`src/rtl/rtcStatusPkg.sv`:
```
package rtcStatusPkg;
  localparam int STATUS_W = 18;

  localparam int B_ALA_OK  = 0;
  localparam int B_ALB_OK  = 1;
  localparam int B_WAKE_OK = 2;
  localparam int B_SHIFT   = 3;
  localparam int B_INITD   = 4;
  localparam int B_SYNC    = 5;
  localparam int B_READY   = 6;
  localparam int B_INITREQ = 7;
  localparam int B_ALA     = 8;
  localparam int B_ALB     = 9;
  localparam int B_WAKE    = 10;
  localparam int B_STAMP   = 11;
  localparam int B_OVF     = 12;
  localparam int B_TAMP0   = 13;
  localparam int N_TAMP    = 3;
  localparam int B_RECAL   = 16;
  localparam int B_ISTAMP  = 17;

  // bits writable with the unlock input low
  localparam logic [STATUS_W-1:0] OPEN_MASK  = 18'h03F00;
  // bits a write may touch at all
  localparam logic [STATUS_W-1:0] WR_MASK    = 18'h2FFA0;
  // bits cleared by writing 0
  localparam logic [STATUS_W-1:0] CLR_MASK   = 18'h2FF20;
  // sticky hardware event bits
  localparam logic [STATUS_W-1:0] EVENT_MASK = 18'h2FF00;

  typedef struct packed {
    logic [STATUS_W-1:0] clearMask;
    logic                initWrite;
    logic                initValue;
    logic                initReady;
    logic                wakeOk;
  } ctrlStrobe_t;
endpackage

```
`src/rtl/rtcStatusCtrl.sv`:
```
module rtcStatusCtrl
  import rtcStatusPkg::*;
#(
  parameter int INIT_DELAY  = 2,
  parameter int WAKE_STAGES = 2
) (
  input  logic                clk,
  input  logic                rstN,
  input  logic                wrEn,
  input  logic [STATUS_W-1:0] wrData,
  input  logic                unlock,
  input  logic                wakeEn,
  input  logic                initReqQ,
  output ctrlStrobe_t         strobe
);
  logic [STATUS_W-1:0] allowMask;
  logic                initReqNext;
  logic [INIT_DELAY-1:0]  readyPipe;
  logic [WAKE_STAGES-1:0] wakePipe;

  always_comb begin
    allowMask = unlock ? WR_MASK : OPEN_MASK;
    strobe.clearMask = wrEn ? (allowMask & CLR_MASK & ~wrData) : '0;
    strobe.initWrite = wrEn && unlock;
    strobe.initValue = wrData[B_INITREQ];
    initReqNext = strobe.initWrite ? strobe.initValue : initReqQ;
    strobe.initReady = readyPipe[INIT_DELAY-1];
    strobe.wakeOk    = wakePipe[WAKE_STAGES-1];
  end

  // init-ready delay line, flushed the moment the request drops
  always_ff @(posedge clk) begin
    if (!rstN) begin
      readyPipe <= '0;
    end else begin
      readyPipe[0] <= initReqNext && initReqQ;
      for (int i = 1; i < INIT_DELAY; i++) begin
        readyPipe[i] <= readyPipe[i-1] && initReqNext;
      end
    end
  end

  // wakeup write-ok follows the inverted enable through a short pipe
  always_ff @(posedge clk) begin
    if (!rstN) begin
      wakePipe <= '1;
    end else begin
      wakePipe[0] <= !wakeEn;
      for (int i = 1; i < WAKE_STAGES; i++) begin
        wakePipe[i] <= wakePipe[i-1];
      end
    end
  end

  p_protect_r6: assert property (@(posedge clk) disable iff (!rstN)
    (wrEn && !unlock) |-> (((strobe.clearMask & ~OPEN_MASK) == '0) && !strobe.initWrite));

  p_ready_drop_r9: assert property (@(posedge clk) disable iff (!rstN)
    (strobe.initWrite && !strobe.initValue) |=> !strobe.initReady);
endmodule

```
`src/rtl/rtcStatusData.sv`:
```
module rtcStatusData
  import rtcStatusPkg::*;
(
  input  logic                clk,
  input  logic                rstN,
  input  ctrlStrobe_t         strobe,
  input  logic                alarmAHit,
  input  logic                alarmBHit,
  input  logic                wakeHit,
  input  logic                stampHit,
  input  logic                intStampHit,
  input  logic [N_TAMP-1:0]   tamperHit,
  input  logic                shiftReq,
  input  logic                shiftDone,
  input  logic                calWrite,
  input  logic                calApplied,
  input  logic                shadowCopy,
  input  logic                alarmAEn,
  input  logic                alarmBEn,
  input  logic                bypassMode,
  input  logic                yearNonzero,
  output logic                initReqQ,
  output logic [STATUS_W-1:0] rdData
);
  logic [STATUS_W-1:0] flagsQ, flagsNext, hwSet, liveBits;

  always_comb begin
    hwSet = '0;
    hwSet[B_ALA]    = alarmAHit;
    hwSet[B_ALB]    = alarmBHit;
    hwSet[B_WAKE]   = wakeHit;
    hwSet[B_STAMP]  = stampHit;
    hwSet[B_OVF]    = stampHit && flagsQ[B_STAMP];
    hwSet[B_ISTAMP] = intStampHit;
    for (int t = 0; t < N_TAMP; t++) hwSet[B_TAMP0+t] = tamperHit[t];

    flagsNext = (hwSet | (flagsQ & ~strobe.clearMask)) & EVENT_MASK;

    flagsNext[B_ALA_OK] = !alarmAEn && !flagsQ[B_INITREQ];
    flagsNext[B_ALB_OK] = !alarmBEn && !flagsQ[B_INITREQ];
    flagsNext[B_INITD]  = yearNonzero;

    if (shiftReq)       flagsNext[B_SHIFT] = 1'b1;
    else if (shiftDone) flagsNext[B_SHIFT] = 1'b0;
    else                flagsNext[B_SHIFT] = flagsQ[B_SHIFT];

    if (calWrite)        flagsNext[B_RECAL] = 1'b1;
    else if (calApplied) flagsNext[B_RECAL] = 1'b0;
    else                 flagsNext[B_RECAL] = flagsQ[B_RECAL];

    if (flagsQ[B_INITREQ] || flagsQ[B_SHIFT] || bypassMode) flagsNext[B_SYNC] = 1'b0;
    else if (shadowCopy)                flagsNext[B_SYNC] = 1'b1;
    else if (strobe.clearMask[B_SYNC])  flagsNext[B_SYNC] = 1'b0;
    else                                flagsNext[B_SYNC] = flagsQ[B_SYNC];

    flagsNext[B_INITREQ] = strobe.initWrite ? strobe.initValue : flagsQ[B_INITREQ];
  end

  always_ff @(posedge clk) begin
    if (!rstN) flagsQ <= 18'h00003;
    else       flagsQ <= flagsNext;
  end

  always_comb begin
    liveBits = '0;
    liveBits[B_WAKE_OK] = strobe.wakeOk;
    liveBits[B_READY]   = strobe.initReady;
    rdData   = flagsQ | liveBits;
    initReqQ = flagsQ[B_INITREQ];
  end

  p_event_set_r2: assert property (@(posedge clk) disable iff (!rstN)
    alarmAHit |=> rdData[B_ALA]);

  p_set_wins_r4: assert property (@(posedge clk) disable iff (!rstN)
    (intStampHit && strobe.clearMask[B_ISTAMP]) |=> rdData[B_ISTAMP]);

  p_overflow_r5: assert property (@(posedge clk) disable iff (!rstN)
    (stampHit && rdData[B_STAMP]) |=> rdData[B_OVF]);

  p_shift_hold_r7: assert property (@(posedge clk) disable iff (!rstN)
    (!shiftReq && !shiftDone) |=> $stable(rdData[B_SHIFT]));

  p_sync_force_r8: assert property (@(posedge clk) disable iff (!rstN)
    (rdData[B_INITREQ] || rdData[B_SHIFT] || bypassMode) |=> !rdData[B_SYNC]);

  p_recal_set_r12: assert property (@(posedge clk) disable iff (!rstN)
    calWrite |=> rdData[B_RECAL]);
endmodule

```
`src/rtl/rtcStatusReg.sv`:
```
module rtcStatusReg
  import rtcStatusPkg::*;
#(
  parameter int INIT_DELAY  = 2,
  parameter int WAKE_STAGES = 2
) (
  input  logic              clk,
  input  logic              rstN,
  input  logic              wrEn,
  input  logic [17:0]       wrData,
  input  logic              unlock,
  output logic [17:0]       rdData,
  input  logic              alarmAHit,
  input  logic              alarmBHit,
  input  logic              wakeHit,
  input  logic              stampHit,
  input  logic              intStampHit,
  input  logic [2:0]        tamperHit,
  input  logic              shiftReq,
  input  logic              shiftDone,
  input  logic              calWrite,
  input  logic              calApplied,
  input  logic              shadowCopy,
  input  logic              alarmAEn,
  input  logic              alarmBEn,
  input  logic              wakeEn,
  input  logic              bypassMode,
  input  logic              yearNonzero
);
  ctrlStrobe_t strobe;
  logic        initReqQ;

  rtcStatusCtrl #(.INIT_DELAY(INIT_DELAY), .WAKE_STAGES(WAKE_STAGES)) ctrlInst (
    .clk(clk), .rstN(rstN), .wrEn(wrEn), .wrData(wrData), .unlock(unlock),
    .wakeEn(wakeEn), .initReqQ(initReqQ), .strobe(strobe)
  );

  rtcStatusData dataInst (
    .clk(clk), .rstN(rstN), .strobe(strobe),
    .alarmAHit(alarmAHit), .alarmBHit(alarmBHit), .wakeHit(wakeHit),
    .stampHit(stampHit), .intStampHit(intStampHit), .tamperHit(tamperHit),
    .shiftReq(shiftReq), .shiftDone(shiftDone), .calWrite(calWrite),
    .calApplied(calApplied), .shadowCopy(shadowCopy), .alarmAEn(alarmAEn),
    .alarmBEn(alarmBEn), .bypassMode(bypassMode), .yearNonzero(yearNonzero),
    .initReqQ(initReqQ), .rdData(rdData)
  );
endmodule

```
`config.mk`:
```
export PLATFORM = sky130hd
export DESIGN_NAME = rtcStatusReg
export DESIGN_NICKNAME = d
export VERILOG_FILES = /design/src/rtl/rtcStatusPkg.sv /design/src/rtl/rtcStatusCtrl.sv /design/src/rtl/rtcStatusData.sv /design/src/rtl/rtcStatusReg.sv
export SDC_FILE = /design/constraint.sdc
export NUM_CORES = 1
export LEC_CHECK = 0
export ABC_AREA = 0
export BUFFER_PORTS_ARGS = -buffer_cell sky130_fd_sc_hd__buf_4
export CAP_MARGIN = 10
export CORE_UTILIZATION = 38
export CTS_BUF_LIST = sky130_fd_sc_hd__clkbuf_4 sky130_fd_sc_hd__clkbuf_8
export DETAILED_ROUTE_END_ITERATION = 16
export PLACE_DENSITY_LB_ADDON = 0.12
export SETUP_SLACK_MARGIN = 0.5
export SYNTH_ARGS = -nofsm -noshare
export SYNTH_HDL_FRONTEND = slang
export SYNTH_SLANG_ARGS = --single-unit
```
`constraint.sdc`:
```
create_clock -name clk -period 1.28 [get_ports clk]
set_input_delay 0.064 -clock clk [delete_from_list [all_inputs] [get_ports clk]]
set_output_delay 0.064 -clock clk [all_outputs]
set_load 0.01 [all_outputs]
```
-- Word-level counts from Yosys, hierarchy flattened
Cells that the tools add are included.
- register bits after elaboration: 22
- latch bits: 0
- memory bits (writable): 0
- memory bits (read-only): 0
- input port bits: 40
- output and inout bits: 18
- memories: 0
- add/subtract/negate cells: 0
- multiply operators: 0
- divide/modulo/power cells: 0
- order comparisons: 0
- equal/unequal tests: 0
- shift operators: 0
- mux-type cells: 9
- bitwise operators: 7
- reductions and logical operators: 16
- operators by type and width (cell ; number):
    $and 18x18->18 ; 2
    $mux 18 ; 2
    $not 18->18 ; 2
    $or 18x18->18 ; 1
    $or 18x7->18 ; 1
    $mux 1 ; 7
    $logic_and 1x1->1 ; 6
    $reduce_bool 2->1 ; 3
    $logic_not 1->1 ; 4
    $logic_or 1x1->1 ; 2
    $reduce_or 2->1 ; 1
    $not 1->1 ; 1

-- Longest topological paths before layout
- depth in word-level cells: 6
- mapped depth: 4
- mapped depth without buffers: 3

-- Cells and area by module
A second synthesis with hierarchy kept.
- cell total of the unflattened synthesis: 86
- area, all modules: 837.1 um2
- by module, submodules not included (module ; times used ; cells each ; area an instance (um2) ; seq. area each (um2)):
    rtcStatusData ; 1 ; 51 ; 564.3 ; 320.3
    rtcStatusCtrl ; 1 ; 35 ; 272.8 ; 80.1

-- Worst setup path after synthesis
Ideal clock, no wire load.
- path type: reg-to-reg
- start: reg dataInst.flagsQ[3]
- end: reg dataInst.flagsQ[5]
- data arrival time: 0.928 ns
- path slack: 0.282 ns
- cell stages (with the launch flop): 3
- cell sequence: dfxtp_1 > or4b_1 > a21oi_1
- longest elaborated chain between the ends: 3
- ends and longest elaborated chain (element ; RTL line ; RTL):
    from (decl) ; rtcStatusData.sv:25 ; logic [STATUS_W-1:0] flagsQ, flagsNext, hwSet, liveBits;
    from (signal assigned) ; rtcStatusData.sv:61 ; else flagsQ <= flagsNext;
    $logic_or 1x1->1 (2 in a row) ; rtcStatusData.sv:51 ; if (flagsQ[B_INITREQ] || flagsQ[B_SHIFT] || bypassMode) flagsNext[B_SYNC] = 1'b0;
    $reduce_or 2->1 (no line) ; -- ;
No other way between the ends.
A chain may end at the register's enable or synchronous reset.

-- Worst setup path in the final report
- start: reg dataInst.flagsQ[7]
- end: reg dataInst.flagsQ[5]
The elaborated chain is that of the path after synthesis.

==> results.cfg <==
[cells_and_area]
fillers = 120
final_cell_mix = buf_4 (35), buf_6 (16), dfxtp_2 (15)
fin_nets = 178
final_common_cell = buf_4
post-route-cell-area_um2 = 1340
syn2layout_area_growth_pct = 94.6
n_antenna_cell = 0
drive_gt1_share_pct = 54.0

[setup_path]
cp-end-kind = register
start_kind = register
arrival_ns = 1.27
path_class = register to register
cp.required_ns = 1.52
crit_fanout = 2

[sta]
min_period_over_period_pct = 80.9
finalSetupViolCount = 0
fin_ws_ns = 0.244
rsz0062_at_grt = true
finalSetupTns_ns = 0
hold_viol = 0
drv_slew = 0
timing.final.crit_period_ns = 1.04
fin_skew_ns = 0.00572
clock.fmax_mhz = 965
worst_slew_pin_slew_ns = 0.260
relSlewSlack_pct = 82.6
hold_ws_ns = 0.00596

[yosys]
yosysTopAreaCell = dfxtp_1
synth_area_per_cell_um2 = 9.46
syn_area_um2 = 691
seq_area_frac_synth_pct = 58.0
synth.top_cell.area_share_pct = 58.0
synth.distinct_cells = 17
yosysWarnings = 0
syn-instance-count = 73
ys_ff_latch = 20
synth_area_leaders = dfxtp_1 (58%), o21ai_0 (8.7%), a21boi_0 (5.4%)
synth_nets = 113

[clock_network]
ctsRootBufferMaster = clkbuf_4
cts-buffers-inserted = 3
path_clk_slew_ns = 0.11
cts_hold_buffers = 14
cts_tree = yes
insertion_delay_ns = 0.29
clockBufferDepth = 2
cts.sinks = 20
cts_max_level = 1

[routing]
detail_route.iter0.violations = 8
drc = 0
routed_wl_um = 1800
drt-pass1-iter-count = 4
dr_total_vias = 712
vias_per_cell = 4.40
ant_nets = 0
post_drt_wl_per_cell_um = 11.1

[global_route]
grt_usage_pct = 18.6
antenna_found_initial = 0
grt_pass1_wl_um = 2620
grt_overflow = 0
grt_max_degree = 20
grt_pass1_vias = 636

[placed_design]
dp_hpwl_um = 1130
dpl_cell_area_um2 = 1060
dp_slack_ns = 0.276
globalplace.congestion = 0.610
io_buffers = 50

[floorplan]
std_cell_rows = 15
initial_core_util_pct = 40.4
core_area_um2 = 1710
dieArea_um2 = 1990
die_x_um = 44.6
die-height_um = 44.6
pin_count = 58

[min_path]
hold_class = primary input to register

[power_and_ir_drop]
ir_worst_vdd_v = 0.000865
p_leak_nw = 0.643
powerDensity_nw_per_um2 = 970

[outcome]
status = finished clean

[flow_run]
drv_cap = 0
[cell usage after synthesis]
master / count
o21ai_0: 12
dfxtp_1: 20
inv_1: 7
a21oi_1: 1
a21boi_0: 5
nand2b_1: 1
mux2i_1: 1
o21a_1: 2
buf_4: 4
buf_2: 1
nand2_1: 5
nor2_1: 5
a21boi_1: 1
nor2b_1: 2
and2_1: 2
or4b_1: 1
nor3_1: 3
[critical path, stage by stage (launching register included)]
cell,delay [ns]
dfxtp_4,0.37
or4b_1,0.50
a21oi_1,0.12
[metrics by stage]
stage | power (mW) | std cells | util [%]
2_1_floorplan | 0.758 | 73 | -
4_1_cts | 1.31 | 162 | 77.9
3_3_place_gp | 0.881 | 143 | 62.3
6_report | 1.30 | 162 | 78.7
5_1_grt | 1.37 | 162 | 78.7
3_5_place_dp | 0.888 | 143 | 62.3
[layer usage]
metal	wire length [µm]	vias up	track usage, %
met4	12	0	5.45
met3	90	2	3.67
li1	-	362	-
met5	0	-	0
met1	696	319	19.3
met2	997	29	36.8
[power by group]
part           internal (mW)  leakage, nW  total, mW  switching (mW)
registers              0.664        0.170      0.685          0.0208
clock network          0.173       0.0210      0.359           0.186
logic                  0.174        0.452      0.260          0.0857
total                   1.01        0.643       1.30           0.293
[what timing repair did]
action,in CTS,in global routing
setup buffers,1,0
endpoints found under the hold margin,12,1
pin swaps,1,3
endpoints found under the setup margin,20,25
gates resized for setup,31,7
[final cells by class]
| class | instances | area (µm²) | share of cell area (%) |
|---|---|---|---|
| Tap cell | 25 | 31.3 | 2.33 |
| Timing Repair Buffer | 65 | 586 | 43.6 |
| Multi-Input combinational cell | 41 | 241 | 18.0 |
| Inverter | 7 | 26.3 | 1.96 |
| Sequential cell | 20 | 423 | 31.5 |
| Clock buffer | 4 | 36.3 | 2.70 |
[final timing paths]
check                       start                    to  slack [ns]  cells past startpoint
max            dataInst.flagsQ[7]    dataInst.flagsQ[5]        0.24                      2
min                    bypassMode    dataInst.flagsQ[5]       0.006                      3
max reg2reg    dataInst.flagsQ[7]    dataInst.flagsQ[5]        0.24                      2
min reg2reg  ctrlInst.wakePipe[0]  ctrlInst.wakePipe[1]        0.42                      1
[cell families (layout without fill, tap and decap cells)]
| group | after synthesis | after routing | synth area share, % |
|---|---|---|---|
| AO/OA/AOI/OAI | 21 | 21 | 18.1 |
| buffers and inverters | 12 | 76 | 8.88 |
| flip-flops | 20 | 20 | 58.0 |
| multiplexers | 1 | 1 | 1.45 |
| AND/OR/NAND/NOR | 19 | 19 | 13.6 |
[registers in the layout, summed over array words and instances (netlist names)]
name,flops
ctrlInst.wakePipe,2
ctrlInst.readyPipe,2
dataInst.flagsQ,16
Power figures use the tool's default switching activity.
